==> src/rtl/tmr_host_pkg.sv <==
package tmr_host_pkg;
  parameter int NUM_CH  = 3;
  parameter int BYTE_W  = 8;
  parameter int CNT_W   = 2 * BYTE_W;
  parameter int MODE_W  = 3;
  parameter int ADDR_W  = 2;

  typedef enum logic [1:0] {
    ACC_LATCH = 2'b00,
    ACC_LO    = 2'b01,
    ACC_HI    = 2'b10,
    ACC_LOHI  = 2'b11
  } acc_e;
endpackage

==> src/rtl/tmr_bus_decode.sv <==
module tmr_bus_decode
  import tmr_host_pkg::*;
(
  input  logic                cs_n,
  input  logic                rd_n,
  input  logic                wr_n,
  input  logic [ADDR_W-1:0]   addr,
  input  logic [BYTE_W-1:0]   wdata,
  output logic [NUM_CH-1:0]   cnt_wr,
  output logic [NUM_CH-1:0]   cnt_rd,
  output logic [NUM_CH-1:0]   ctl_wr,
  output logic [NUM_CH-1:0]   latch_cmd
);
  localparam logic [ADDR_W-1:0] CTL_ADDR = {ADDR_W{1'b1}};

  logic do_wr, do_rd, ctl_hit;
  logic [1:0] tgt;
  logic [1:0] acc;

  always_comb begin
    do_wr   = !cs_n && !wr_n;
    do_rd   = !cs_n && !rd_n && wr_n;
    ctl_hit = do_wr && (addr == CTL_ADDR);
    tgt     = wdata[7:6];
    acc     = wdata[5:4];
  end

  for (genvar g = 0; g < NUM_CH; g++) begin : g_dec
    always_comb begin
      cnt_wr[g]    = do_wr && (addr == ADDR_W'(g));
      cnt_rd[g]    = do_rd && (addr == ADDR_W'(g));
      ctl_wr[g]    = ctl_hit && (tgt == 2'(g)) && (acc != ACC_LATCH);
      latch_cmd[g] = ctl_hit && (tgt == 2'(g)) && (acc == ACC_LATCH);
    end
  end
endmodule

==> src/rtl/tmr_chan_regs.sv <==
module tmr_chan_regs
  import tmr_host_pkg::*;
(
  input  logic               clk,
  input  logic               rst_n,
  input  logic               ctl_wr,
  input  logic               latch_cmd,
  input  logic               cnt_wr,
  input  logic               cnt_rd,
  input  logic [BYTE_W-1:0]  wdata,
  input  logic [CNT_W-1:0]   live_cnt,
  output logic [MODE_W-1:0]  mode,
  output logic               bcd,
  output logic               mode_set,
  output logic               load,
  output logic [CNT_W-1:0]   load_val,
  output logic               latch_req,
  output logic [BYTE_W-1:0]  rd_byte
);
  acc_e               acc_q, acc_d;
  logic [MODE_W-1:0]  mode_d;
  logic               bcd_d;
  logic               wptr_q, wptr_d;
  logic               rptr_q, rptr_d;
  logic [BYTE_W-1:0]  lo_q, lo_d;
  logic               held_q, held_d;
  logic [CNT_W-1:0]   snap_q, snap_d;
  logic [CNT_W-1:0]   lval_d;
  logic               mset_d, load_d, lreq_d;
  logic [CNT_W-1:0]   src;
  logic               sel_hi;

  always_comb begin
    acc_d  = acc_q;
    mode_d = mode;
    bcd_d  = bcd;
    wptr_d = wptr_q;
    rptr_d = rptr_q;
    lo_d   = lo_q;
    held_d = held_q;
    snap_d = snap_q;
    lval_d = load_val;
    mset_d = 1'b0;
    load_d = 1'b0;
    lreq_d = 1'b0;
    if (ctl_wr) begin
      acc_d  = acc_e'(wdata[5:4]);
      mode_d = wdata[3:1];
      bcd_d  = wdata[0];
      wptr_d = 1'b0;
      rptr_d = 1'b0;
      held_d = 1'b0;
      mset_d = 1'b1;
    end else if (latch_cmd) begin
      if (!held_q) begin
        snap_d = live_cnt;
        held_d = 1'b1;
        lreq_d = 1'b1;
      end
    end else if (cnt_wr) begin
      unique case (acc_q)
        ACC_HI: begin
          lval_d = {wdata, {BYTE_W{1'b0}}};
          load_d = 1'b1;
        end
        ACC_LOHI: begin
          if (!wptr_q) begin
            lo_d   = wdata;
            wptr_d = 1'b1;
          end else begin
            lval_d = {wdata, lo_q};
            load_d = 1'b1;
            wptr_d = 1'b0;
          end
        end
        default: begin
          lval_d = {{BYTE_W{1'b0}}, wdata};
          load_d = 1'b1;
        end
      endcase
    end else if (cnt_rd) begin
      if (acc_q == ACC_LOHI) begin
        rptr_d = !rptr_q;
        if (rptr_q) held_d = 1'b0;
      end else begin
        held_d = 1'b0;
      end
    end
  end

  always_comb begin
    src     = held_q ? snap_q : live_cnt;
    sel_hi  = (acc_q == ACC_HI) || ((acc_q == ACC_LOHI) && rptr_q);
    rd_byte = sel_hi ? src[CNT_W-1:BYTE_W] : src[BYTE_W-1:0];
  end

  always_ff @(posedge clk or negedge rst_n) begin
    if (!rst_n) begin
      acc_q     <= ACC_LO;
      mode      <= '0;
      bcd       <= 1'b0;
      wptr_q    <= 1'b0;
      rptr_q    <= 1'b0;
      lo_q      <= '0;
      held_q    <= 1'b0;
      snap_q    <= '0;
      load_val  <= '0;
      mode_set  <= 1'b0;
      load      <= 1'b0;
      latch_req <= 1'b0;
    end else begin
      acc_q     <= acc_d;
      mode      <= mode_d;
      bcd       <= bcd_d;
      wptr_q    <= wptr_d;
      rptr_q    <= rptr_d;
      lo_q      <= lo_d;
      held_q    <= held_d;
      snap_q    <= snap_d;
      load_val  <= lval_d;
      mode_set  <= mset_d;
      load      <= load_d;
      latch_req <= lreq_d;
    end
  end
endmodule

==> src/rtl/tmr_rdata_mux.sv <==
module tmr_rdata_mux
  import tmr_host_pkg::*;
(
  input  logic [ADDR_W-1:0]        addr,
  input  logic [NUM_CH*BYTE_W-1:0] ch_byte,
  output logic [BYTE_W-1:0]        rdata
);
  always_comb begin
    rdata = '0;
    for (int i = 0; i < NUM_CH; i++) begin
      if (addr == ADDR_W'(i)) rdata = ch_byte[i*BYTE_W +: BYTE_W];
    end
  end
endmodule

==> src/rtl/tmr_host_if.sv <==
module tmr_host_if
  import tmr_host_pkg::*;
(
  input  logic                       clk,
  input  logic                       rst_n,
  input  logic                       cs_n,
  input  logic                       rd_n,
  input  logic                       wr_n,
  input  logic [ADDR_W-1:0]          addr,
  input  logic [BYTE_W-1:0]          wdata,
  output logic [BYTE_W-1:0]          rdata,
  input  logic [NUM_CH*CNT_W-1:0]    live_cnt,
  output logic [NUM_CH*MODE_W-1:0]   ch_mode,
  output logic [NUM_CH-1:0]          ch_bcd,
  output logic [NUM_CH-1:0]          ch_mode_set,
  output logic [NUM_CH-1:0]          ch_load,
  output logic [NUM_CH*CNT_W-1:0]    ch_load_val,
  output logic [NUM_CH-1:0]          ch_latch_req
);
  localparam int SYNC_STAGES = 2;

  logic [SYNC_STAGES-1:0]    rst_pipe;
  logic                      rst_int_n;
  logic [NUM_CH-1:0]         cnt_wr, cnt_rd, ctl_wr, latch_cmd;
  logic [NUM_CH*BYTE_W-1:0]  ch_byte;

  always_ff @(posedge clk or negedge rst_n) begin
    if (!rst_n) rst_pipe <= '0;
    else        rst_pipe <= {rst_pipe[SYNC_STAGES-2:0], 1'b1};
  end
  assign rst_int_n = rst_pipe[SYNC_STAGES-1];

  tmr_bus_decode u_dec (
    .cs_n(cs_n), .rd_n(rd_n), .wr_n(wr_n), .addr(addr), .wdata(wdata),
    .cnt_wr(cnt_wr), .cnt_rd(cnt_rd), .ctl_wr(ctl_wr), .latch_cmd(latch_cmd)
  );

  for (genvar g = 0; g < NUM_CH; g++) begin : g_ch
    tmr_chan_regs u_ch (
      .clk(clk), .rst_n(rst_int_n),
      .ctl_wr(ctl_wr[g]), .latch_cmd(latch_cmd[g]),
      .cnt_wr(cnt_wr[g]), .cnt_rd(cnt_rd[g]),
      .wdata(wdata),
      .live_cnt(live_cnt[g*CNT_W +: CNT_W]),
      .mode(ch_mode[g*MODE_W +: MODE_W]),
      .bcd(ch_bcd[g]),
      .mode_set(ch_mode_set[g]),
      .load(ch_load[g]),
      .load_val(ch_load_val[g*CNT_W +: CNT_W]),
      .latch_req(ch_latch_req[g]),
      .rd_byte(ch_byte[g*BYTE_W +: BYTE_W])
    );
  end

  tmr_rdata_mux u_mux (.addr(addr), .ch_byte(ch_byte), .rdata(rdata));
endmodule

==> config.mk <==
export PLATFORM = sky130hd
export DESIGN_NAME = tmr_host_if
export DESIGN_NICKNAME = d
export VERILOG_FILES = /design/src/rtl/tmr_host_pkg.sv /design/src/rtl/tmr_bus_decode.sv /design/src/rtl/tmr_chan_regs.sv /design/src/rtl/tmr_rdata_mux.sv /design/src/rtl/tmr_host_if.sv
export SDC_FILE = /design/constraint.sdc
export NUM_CORES = 1
export LEC_CHECK = 0
export BUFFER_PORTS_ARGS = -buffer_cell sky130_fd_sc_hd__buf_2
export CORE_MARGIN = 10
export CORE_UTILIZATION = 35
export DETAILED_ROUTE_END_ITERATION = 7
export PLACE_DENSITY_LB_ADDON = 0.25
export SLEW_MARGIN = 20
export SYNTH_ARGS = -nofsm -noshare
export SYNTH_HDL_FRONTEND = slang
export SYNTH_SLANG_ARGS = --single-unit
==> constraint.sdc <==
create_clock -name clk -period 5.3 [get_ports clk]
set_clock_uncertainty 0.05 [all_clocks]
set_input_delay 1.06 -clock clk [delete_from_list [all_inputs] [get_ports clk]]
set_output_delay 1.06 -clock clk [all_outputs]
set_load 0.005 [all_outputs]
==> results of run 1 <==
[cell type report]
class / instances / area [sq um]
clock inverters: 10 / 136
inverters: 10 / 37.5
flip-flops and latches: 158 / 3960
repair buffers: 144 / 733
well taps: 270 / 338
clock buffers: 22 / 474
fillers: 1988 / 11600
multi-input cells: 399 / 2980
[routing by layer]
metal / global-route usage / part of all wire / up-vias
li1: - / - / 2394
met1: 0.188 / 0.45 / 2683
met2: 0.232 / 0.47 / 148
met3: 0.0446 / 0.069 / 18
met4: 0.0374 / 0.0098 / 0
met5: 0 / 0 / -
[stage by stage]
stage	instances	power, mW	setup WS (ns)	hold slack (ns)	util
global placement	981	2.02	1.89	0.294	0.396
detailed placement	981	2.05	1.81	0.288	0.396
CTS	1013	3.32	1.41	0.313	0.427
finish	1013	3.27	1.45	0.304	0.427
global route	1013	3.45	1.29	0.339	0.427
floorplan	624	1.81	0.527	0.281	-
[worst max-delay path: cells and delay by family, from the launching register on]
| family | cells | cell delay, ns |
|---|---|---|
| AO/OA/AOI/OAI | 2 | 0.97 |
| flip-flops | 1 | 0.55 |
| buffers and inverters | 2 | 0.18 |
| multiplexers | 1 | 0.63 |
[worst max path at each step]
stage / to / slack, ns
floorplan: g_ch[0].u_ch.acc_q[1] / 0.53
global placement: rdata[0] / 1.89
detailed placement: rdata[2] / 1.81
CTS: rdata[7] / 1.41
global route: rdata[7] / 1.29
finish: rdata[7] / 1.45
[where the power goes]
group | switching [mW] | total [mW] | internal, mW
sequential | 0.120 | 1.49 | 1.37
combinational | 0.274 | 0.532 | 0.257
clock | 0.477 | 1.25 | 0.777
[state kept, by name (all words and copies together) (netlist names)]
register,count
g_ch.u_ch.acc_q,6
g_ch.u_ch.bcd,3
g_ch.u_ch.held_q,3
g_ch.u_ch.latch_req,3
g_ch.u_ch.lo_q,24
g_ch.u_ch.load,3
g_ch.u_ch.load_val,48
g_ch.u_ch.mode,9
g_ch.u_ch.mode_set,3
g_ch.u_ch.rptr_q,3
g_ch.u_ch.snap_q,48
g_ch.u_ch.wptr_q,3
rst_pipe,2
[cells by family after synthesis]
group,share of synthesized area
xor+xnor,0.00241
compound gates,0.0982
other cells,0.000517
flops,0.545
mux,0.183
buf+inv,0.0452
simple gates,0.125
[cells in the final DEF (no fill, tap or decap), types with 4 or more instances in the layout]
| cell type | Yosys | routed |
|---|---|---|
| dfrtp_1 | 155 | 154 |
| buf_2 | 7 | 139 |
| nand2_1 | 95 | 95 |
| mux2_2 | 68 | 68 |
| o21ai_0 | 54 | 53 |
| nor2b_1 | 25 | 25 |
| a21oi_1 | 22 | 22 |
| mux2_1 | 18 | 18 |
| clkbuf_16 | 0 | 17 |
| mux4_2 | 16 | 16 |
| a22o_1 | 12 | 12 |
| inv_1 | 10 | 10 |
| nand2b_1 | 10 | 10 |
| a31oi_1 | 10 | 10 |
| nor2_1 | 9 | 9 |
| nand4_1 | 8 | 8 |
| nand4b_1 | 8 | 8 |
| a221o_1 | 8 | 8 |
| nand3_1 | 6 | 6 |
| o211ai_1 | 5 | 5 |
| buf_4 | 12 | 5 |
| and2_1 | 4 | 4 |
==> results.toml, run 1 <==
[clock_network]
numCtsBuffers = 17
postCtsHoldBufs = 0
cts.path.max_buffers = 2
cts-root-buf = "clkbuf_16"
post_cts_resized = 0
post_cts_buffers = 0
worst_skew_pair.late_latency_ns = 0.42
cts.sinks = 158
cts.htree.levels = 4
clk_pin_slew_ns = 0.06
tritoncts = "yes"

[global_route]
grt_start_max_net_pins = 65
antenna_found_initial = 0
grt_pass1_vias = 5475
grt_pass1_wl_mm = 30.7
track_usage = 0.145
grt_overflow_total = 0

[floorplanning]
dieArea_sq_um = 26900
num_io_pins = 140
die_h_um = 164
start_util = 0.358
core_area_sq_um = 20300
num_rows = 52
die_w_um = 164

[timing]
setup_viol = 0
max-slew-margin-rel = 0.321
clock.fmax_ghz = 0.259
period_share = 0.727
tns_ns = 0
tightestPinTransition_ns = 1.02
rsz0062_at_grt = "false"
hold_violations = 0
min_period_ns = 3.85
slew_viol_final = 0

[synth]
syn-instance-count = 624
synth_top_cell_by_area = "dfrtp_1"
synthTopCellsByArea = "dfrtp_1, mux2_2, mux4_2"
yosysMostFrequentCell = "dfrtp_1"
syn-num-nets = 687
synth_top_area_frac = 0.534
syn_area_sq_um = 7260
yosysWarnings = 0
ys_seq_area_frac = 0.545
ys_ff_latch = 158
synth.avg_cell_area_sq_um = 11.6
async_flop_share = 1.00
synth_common_cells = "dfrtp_1, nand2_1, mux2_2"
synth-edff-count = 0
ys_types = 41
synthFlopType = "dfrtp_1"

[placed_design]
place_congestion = 0.856
placed_area_sq_um = 8050
io_buffers = 139
hpwlAfterDp_mm = 14.1

[setup_path]
critPathCaptureType = "output pin"
reg2regPathDepth = 4
reg2reg_from = "g_ch[1].u_ch.acc_q[1]"
cp_max_fo = 8
cp_slowest_stage_delay_ns = 0.65
startpoint = "g_ch[0].u_ch.acc_q[0]"
worstReg2RegEnd = "g_ch[1].u_ch.lo_q[5]"
critical_path_class = "reg -> out"
cpMaxStageDelayCell = "o21ai_1"
crit_required_ns = 4.19
reg2reg_slack_ns = 2.60
cp.arrival_ns = 2.74
start_kind = "flip-flop"
path_cells = "inv_1 > o21ai_1 > mux4_2 > a221o_1 > buf_2"

[drt]
routed_wl_mm = 19.5
drt-initial-drc-count = 367
ant_nets = 0
first_pass_iters = 4
drc = 0
vias_per_cell = 5.18
wl_per_cell_um = 19.2
vias = 5243

[final_layout]
drive_gt1_frac = 0.369
fin_area_sq_um = 8660
synthToLayoutAreaGrowth_pct = 19.3
layout.nets = 793
diodes = 0

[power_and_ir_drop]
leakagePower_nw = 4.22
power-per-cell-area_nw_per_um2 = 378
vdd_drop_max_mv = 0.222

[worst_hold_path]
min_path_type = "reg -> reg"
hp-start = "rst_pipe[0]"
holdPathStages = 0
whs_endpoint = "rst_pipe[1]"

[flow_run]
max_cap_viol_count = 0

[status]
status = "complete, no violations"
(Power assumes the default switching activity.)
==> inputs of run 2 (changes only) <==
- ABC_AREA: unset -> 1
- clock period: 5.3 -> 3.94 ns (I/O delays scaled with it)
==> results.toml, run 2 <==
[drt]
routed_wl_mm = 21.3
drt-initial-drc-count = 471
wl_per_cell_um = 16.2
drc = 0
ant_nets = 0
vias = 6217
first_pass_iters = 4
vias_per_cell = 4.72

[timing]
min_period_ns = 3.13
clock.fmax_ghz = 0.320
hold_violations = 0
timing.hold.ws_ns = 0.0770
setup_viol = 0
slew_viol_final = 0
rsz0062_at_grt = "false"
max-slew-margin-rel = 0.372
setup_ws_ns = 0.813
tns_ns = 0
tightestPinTransition_ns = 0.942
period_share = 0.794

[clock_network]
clk_pin_slew_ns = 0.07
cts.htree.levels = 4
numCtsBuffers = 17
cts.sinks = 158
post_cts_resized = 0
post_cts_buffers = 0
tritoncts = "yes"
postCtsHoldBufs = 0
cts-root-buf = "clkbuf_16"
cts.path.max_buffers = 2
worst_skew_pair.late_latency_ns = 0.43

[global_route]
grt_pass1_wl_mm = 34.1
grt_pass1_vias = 6074
busiest_layer = "met2"
antenna_found_initial = 0
use_met1 = 0.197
grt_start_max_net_pins = 63
use_met2 = 0.236
met3_usage = 0.0435
track_usage = 0.149
grt_overflow_total = 0

[final_layout]
layout.nets = 1088
diodes = 0
top_regs = "g_ch.u_ch.load_val x48, g_ch.u_ch.snap_q x48, g_ch.u_ch.lo_q x24"
final_common_cell = "nand2_1"
drive_gt1_frac = 0.255
final_cell_mix = "nand2_1, dfrtp_1, buf_2"
fin_area_sq_um = 9040
fillCellCount = 2276
synthToLayoutAreaGrowth_pct = 17.4
post-route-util = 0.415

[synth]
synth-edff-count = 0
synthTopCellsByArea = "dfrtp_1, nand2_1, o21ai_0"
async_flop_share = 1.00
ys_seq_area_frac = 0.514
syn-instance-count = 914
synth_top_cell_by_area = "dfrtp_1"
yosysMostFrequentCell = "nand2_1"
syn-num-nets = 977
syn_area_sq_um = 7700
ys_ff_latch = 158
ys_types = 34
synthFlopType = "dfrtp_1"
synth.avg_cell_area_sq_um = 8.42
yosysWarnings = 0
synth_common_cells = "nand2_1, dfrtp_1, o21ai_0"
synth_top_area_frac = 0.504

[power_and_ir_drop]
power-per-cell-area_nw_per_um2 = 490
leakagePower_nw = 4.54
vdd_drop_max_mv = 0.253

[setup_path]
startpoint = "g_ch[1].u_ch.acc_q[1]"
worstReg2RegEnd = "g_ch[2].u_ch.lo_q[6]"
reg2reg_slack_ns = 2.00
cp_max_fo = 10
path_cells = "inv_2 > a21oi_2 > inv_2 > nand2_1 > nand3_1 > nand3_1 > buf_2"
critical_path_class = "reg -> out"
cp_num_cells = 7
crit_required_ns = 3.10
critPathCaptureType = "output pin"
reg2reg_from = "g_ch[2].u_ch.acc_q[0]"
cp.arrival_ns = 2.29
reg2regPathDepth = 5
path_buf_inv = 3
cpMaxStageDelayCell = "dfrtp_1"
cp_slowest_stage_delay_ns = 0.56
crit_path_end = "rdata[3]"
crit_family = "flip-flops"
start_kind = "flip-flop"

[flow_run]
max_cap_viol_count = 0

[placed_design]
placed_area_sq_um = 8440
io_buffers = 139
hpwlAfterDp_mm = 15.0
post-place-ws_ns = 1.24
place_congestion = 0.792

[floorplanning]
die_w_um = 168
start_util = 0.354
dieArea_sq_um = 28300
num_rows = 54
core_area_sq_um = 21800
die_h_um = 168
num_io_pins = 140

[status]
status = "complete, no violations"

[worst_hold_path]
min_path_type = "in -> async"
## run 2: logic make-up (layout without fill, tap and decap cells)
group | count (synthesis) | in the layout | share of synthesized area
flops | 158 | 158 | 0.514
other cells | 1 | 1 | 0.000487
buf+inv | 146 | 270 | 0.0916
simple gates | 414 | 414 | 0.234
compound gates | 195 | 195 | 0.160
## run 2: area by class of cell
type                       instances  area (sq um)  area share
timing repair buffer             146           748      0.0828
clock inverter                    15           170      0.0188
inverter                          92           345      0.0382
multi-input combinational        610          3040       0.336
tap                              280           350      0.0388
sequential                       158          3960       0.438
clock buffer                      17           425      0.0471
## run 2: worst min path at each step
stage                  end  slack (ns)
2_1_floorplan  rst_pipe[1]        0.28
3_3_place_gp   rst_pipe[1]        0.28
3_5_place_dp   rst_pipe[1]        0.29
4_1_cts        rst_pipe[1]        0.06
5_1_grt        rst_pipe[1]        0.05
6_report       rst_pipe[1]        0.08
## run 2: through the flow
step                power [mW]  cells
global placement          2.77   1286
detailed placement        2.78   1286
global route              4.68   1318
finish                    4.43   1318
CTS                       4.49   1318
floorplan                 2.46    914
## run 2: per-layer routing
metal / part of all wire / vias up
li1: - / 3150
met1: 0.46 / 2935
met2: 0.48 / 119
met3: 0.053 / 13
met4: 0.0092 / 0
met5: 0 / -
## run 2: report_power, final
part           switching [mW]  internal, mW  total, mW
clock                   0.789         0.910       1.70
combinational           0.462         0.294      0.756
sequential              0.153          1.82       1.97
total                    1.40          3.03       4.43
==> inputs of run 3 (changes only) <==
- ABC_AREA: 1 -> 0
- clock period: 3.94 -> 2.72 ns (I/O delays scaled with it)
==> results.toml, run 3 (synthesized netlist as in run 1, its figures left out) <==
[setup_path]
cpMaxStageDelayCell = "dfstp_2"
path_cells = "inv_2 > o21ai_4 > buf_12 > mux4_2 > a221o_1 > buf_2"
startpoint = "g_ch[1].u_ch.acc_q[0]"
cp_max_fo = 8
critPathCaptureType = "output pin"
critical_path_class = "reg -> out"
cp.arrival_ns = 2.25
cp_slowest_stage_delay_ns = 0.54
start_kind = "flip-flop"
reg2reg_from = "g_ch[2].u_ch.acc_q[1]"
crit_required_ns = 2.13

[status]
status = "finished with violations"
violations = "negative setup slack"

[clock_network]
cts.htree.levels = 4
cts.path.max_buffers = 2
numCtsBuffers = 17
clk_pin_slew_ns = 0.07
worst_skew_pair.late_latency_ns = 0.43
tritoncts = "yes"
cts-root-buf = "clkbuf_16"
cts.sinks = 158

[global_route]
grt_pass1_wl_mm = 30.4
grt_pass1_vias = 5581
met3_usage = 0.0508
track_usage = 0.144
busiest_layer = "met2"
use_met2 = 0.235
antenna_found_initial = 0
grt_start_max_net_pins = 59
use_met1 = 0.179
grt_overflow_total = 0

[timing]
rsz0062_at_grt = "true"
clock.fmax_ghz = 0.352
max-slew-margin-rel = 0.492
setup_viol = 8
setup_ws_ns = -0.124
slew_viol_final = 0
period_share = 1.05
min_period_ns = 2.84
tightestPinTransition_ns = 0.762
hold_violations = 0

[placed_design]
place_congestion = 0.833
hpwlAfterDp_mm = 13.9
io_buffers = 139
placed_area_sq_um = 8240
place_inst = 1001

[drt]
routed_wl_mm = 19.1
drc = 0
vias_per_cell = 5.09
wl_per_cell_um = 18.4
drt-initial-drc-count = 269
first_pass_iters = 4
ant_nets = 0
vias = 5280

[floorplanning]
num_io_pins = 140
die_h_um = 164
start_util = 0.358
core_area_sq_um = 20300
dieArea_sq_um = 26900
die_w_um = 164
num_rows = 52

[power_and_ir_drop]
power_frac_clock = 0.378
power_frac_comb = 0.178
switching_share = 0.277
leakagePower_nw = 4.36
power-per-cell-area_nw_per_um2 = 722
vdd_drop_max_mv = 0.449
power.internal_mw = 4.64
p_sw_mw = 1.78
p_seq_frac = 0.443

[final_layout]
synthToLayoutAreaGrowth_pct = 22.5
diodes = 0
final_cell_mix = "dfrtp_1, buf_2, nand2_1"
drive_gt1_frac = 0.395
fin_area_sq_um = 8890
top_regs = "g_ch.u_ch.load_val x48, g_ch.u_ch.snap_q x48, g_ch.u_ch.lo_q x24"
multi_input_area_sq_um = 2990
fillCellCount = 1948
final_common_cell = "dfrtp_1"
layout.nets = 818
register_area_sq_um = 3960
finalNonFillerCells = 1038

[flow_run]
max_cap_viol_count = 0

[worst_hold_path]
min_path_type = "reg -> async"
==> run 3: cell type report <==
type / instances / area share
tap: 270 / 0.0380
sequential: 158 / 0.446
clock inverter: 13 / 0.0173
multi-input combinational: 399 / 0.336
timing repair buffer: 169 / 0.108
inverter: 10 / 0.00422
clock buffer: 19 / 0.0509
==> run 3: power by group through the flow <==
stage          clock network [mW]  registers [mW]  logic (mW)
2_1_floorplan                   0            2.88       0.648
3_3_place_gp                    0            2.88        1.11
5_1_grt                      2.60            2.90        1.28
3_5_place_dp                    0            2.89        1.14
4_1_cts                      2.50            2.85        1.17
6_report                     2.43            2.85        1.14
==> run 3: path summary, 6_finish.rpt <==
kind / endpoint / slack, ns / cells after the start
setup / recovery: rdata[4] / -0.12 / 6
hold / removal: g_ch[0].u_ch.load_val[1] / 0.30 / 0
setup reg to reg: g_ch[2].u_ch.lo_q[2] / 0.61 / 6
hold reg to reg: g_ch[0].u_ch.load_val[1] / 0.30 / 0
max in group asynchronous: g_ch[1].u_ch.acc_q[0] / 1.53 / 1
min in group clk: rst_pipe[1] / 0.30 / 0
==> run 3: stage by stage <==
step           hold slack, ns  TNS [ns]  setup slack [ns]   util  total power, mW
2_1_floorplan           0.198         0            0.0563      -             3.53
3_3_place_gp            0.279         0             0.234  0.406             3.98
3_5_place_dp            0.284         0             0.209  0.406             4.03
4_1_cts                 0.285     -1.05            -0.143  0.438             6.52
5_1_grt                 0.286     -1.57            -0.221  0.438             6.78
6_report                0.298    -0.832            -0.124  0.438             6.42
==> run 3: timing repair <==
action / 4_1_cts / 5_1_grt
setup buffers: 4 / 0
setup endpoints to repair: 8 / 8
cloned: 0 / 0
pin swaps: 8 / 0
hold buffers: 1 / 0
hold endpoints to repair: 2 / 0
resized for setup: 4 / 0
==> run 3: metal layers <==
metal	vias to the layer above	part of all wire
met1	2658	0.43
li1	2453	-
met3	12	0.074
met4	0	0.0063
met5	-	0
met2	157	0.49
==> run 3: critical path, delay by kind of cell, from the launching register on <==
kind | cells | cell delay (ns)
AO/OA/AOI/OAI | 2 | 0.47
buffers and inverters | 3 | 0.32
flip-flops | 1 | 0.54
multiplexers | 1 | 0.49
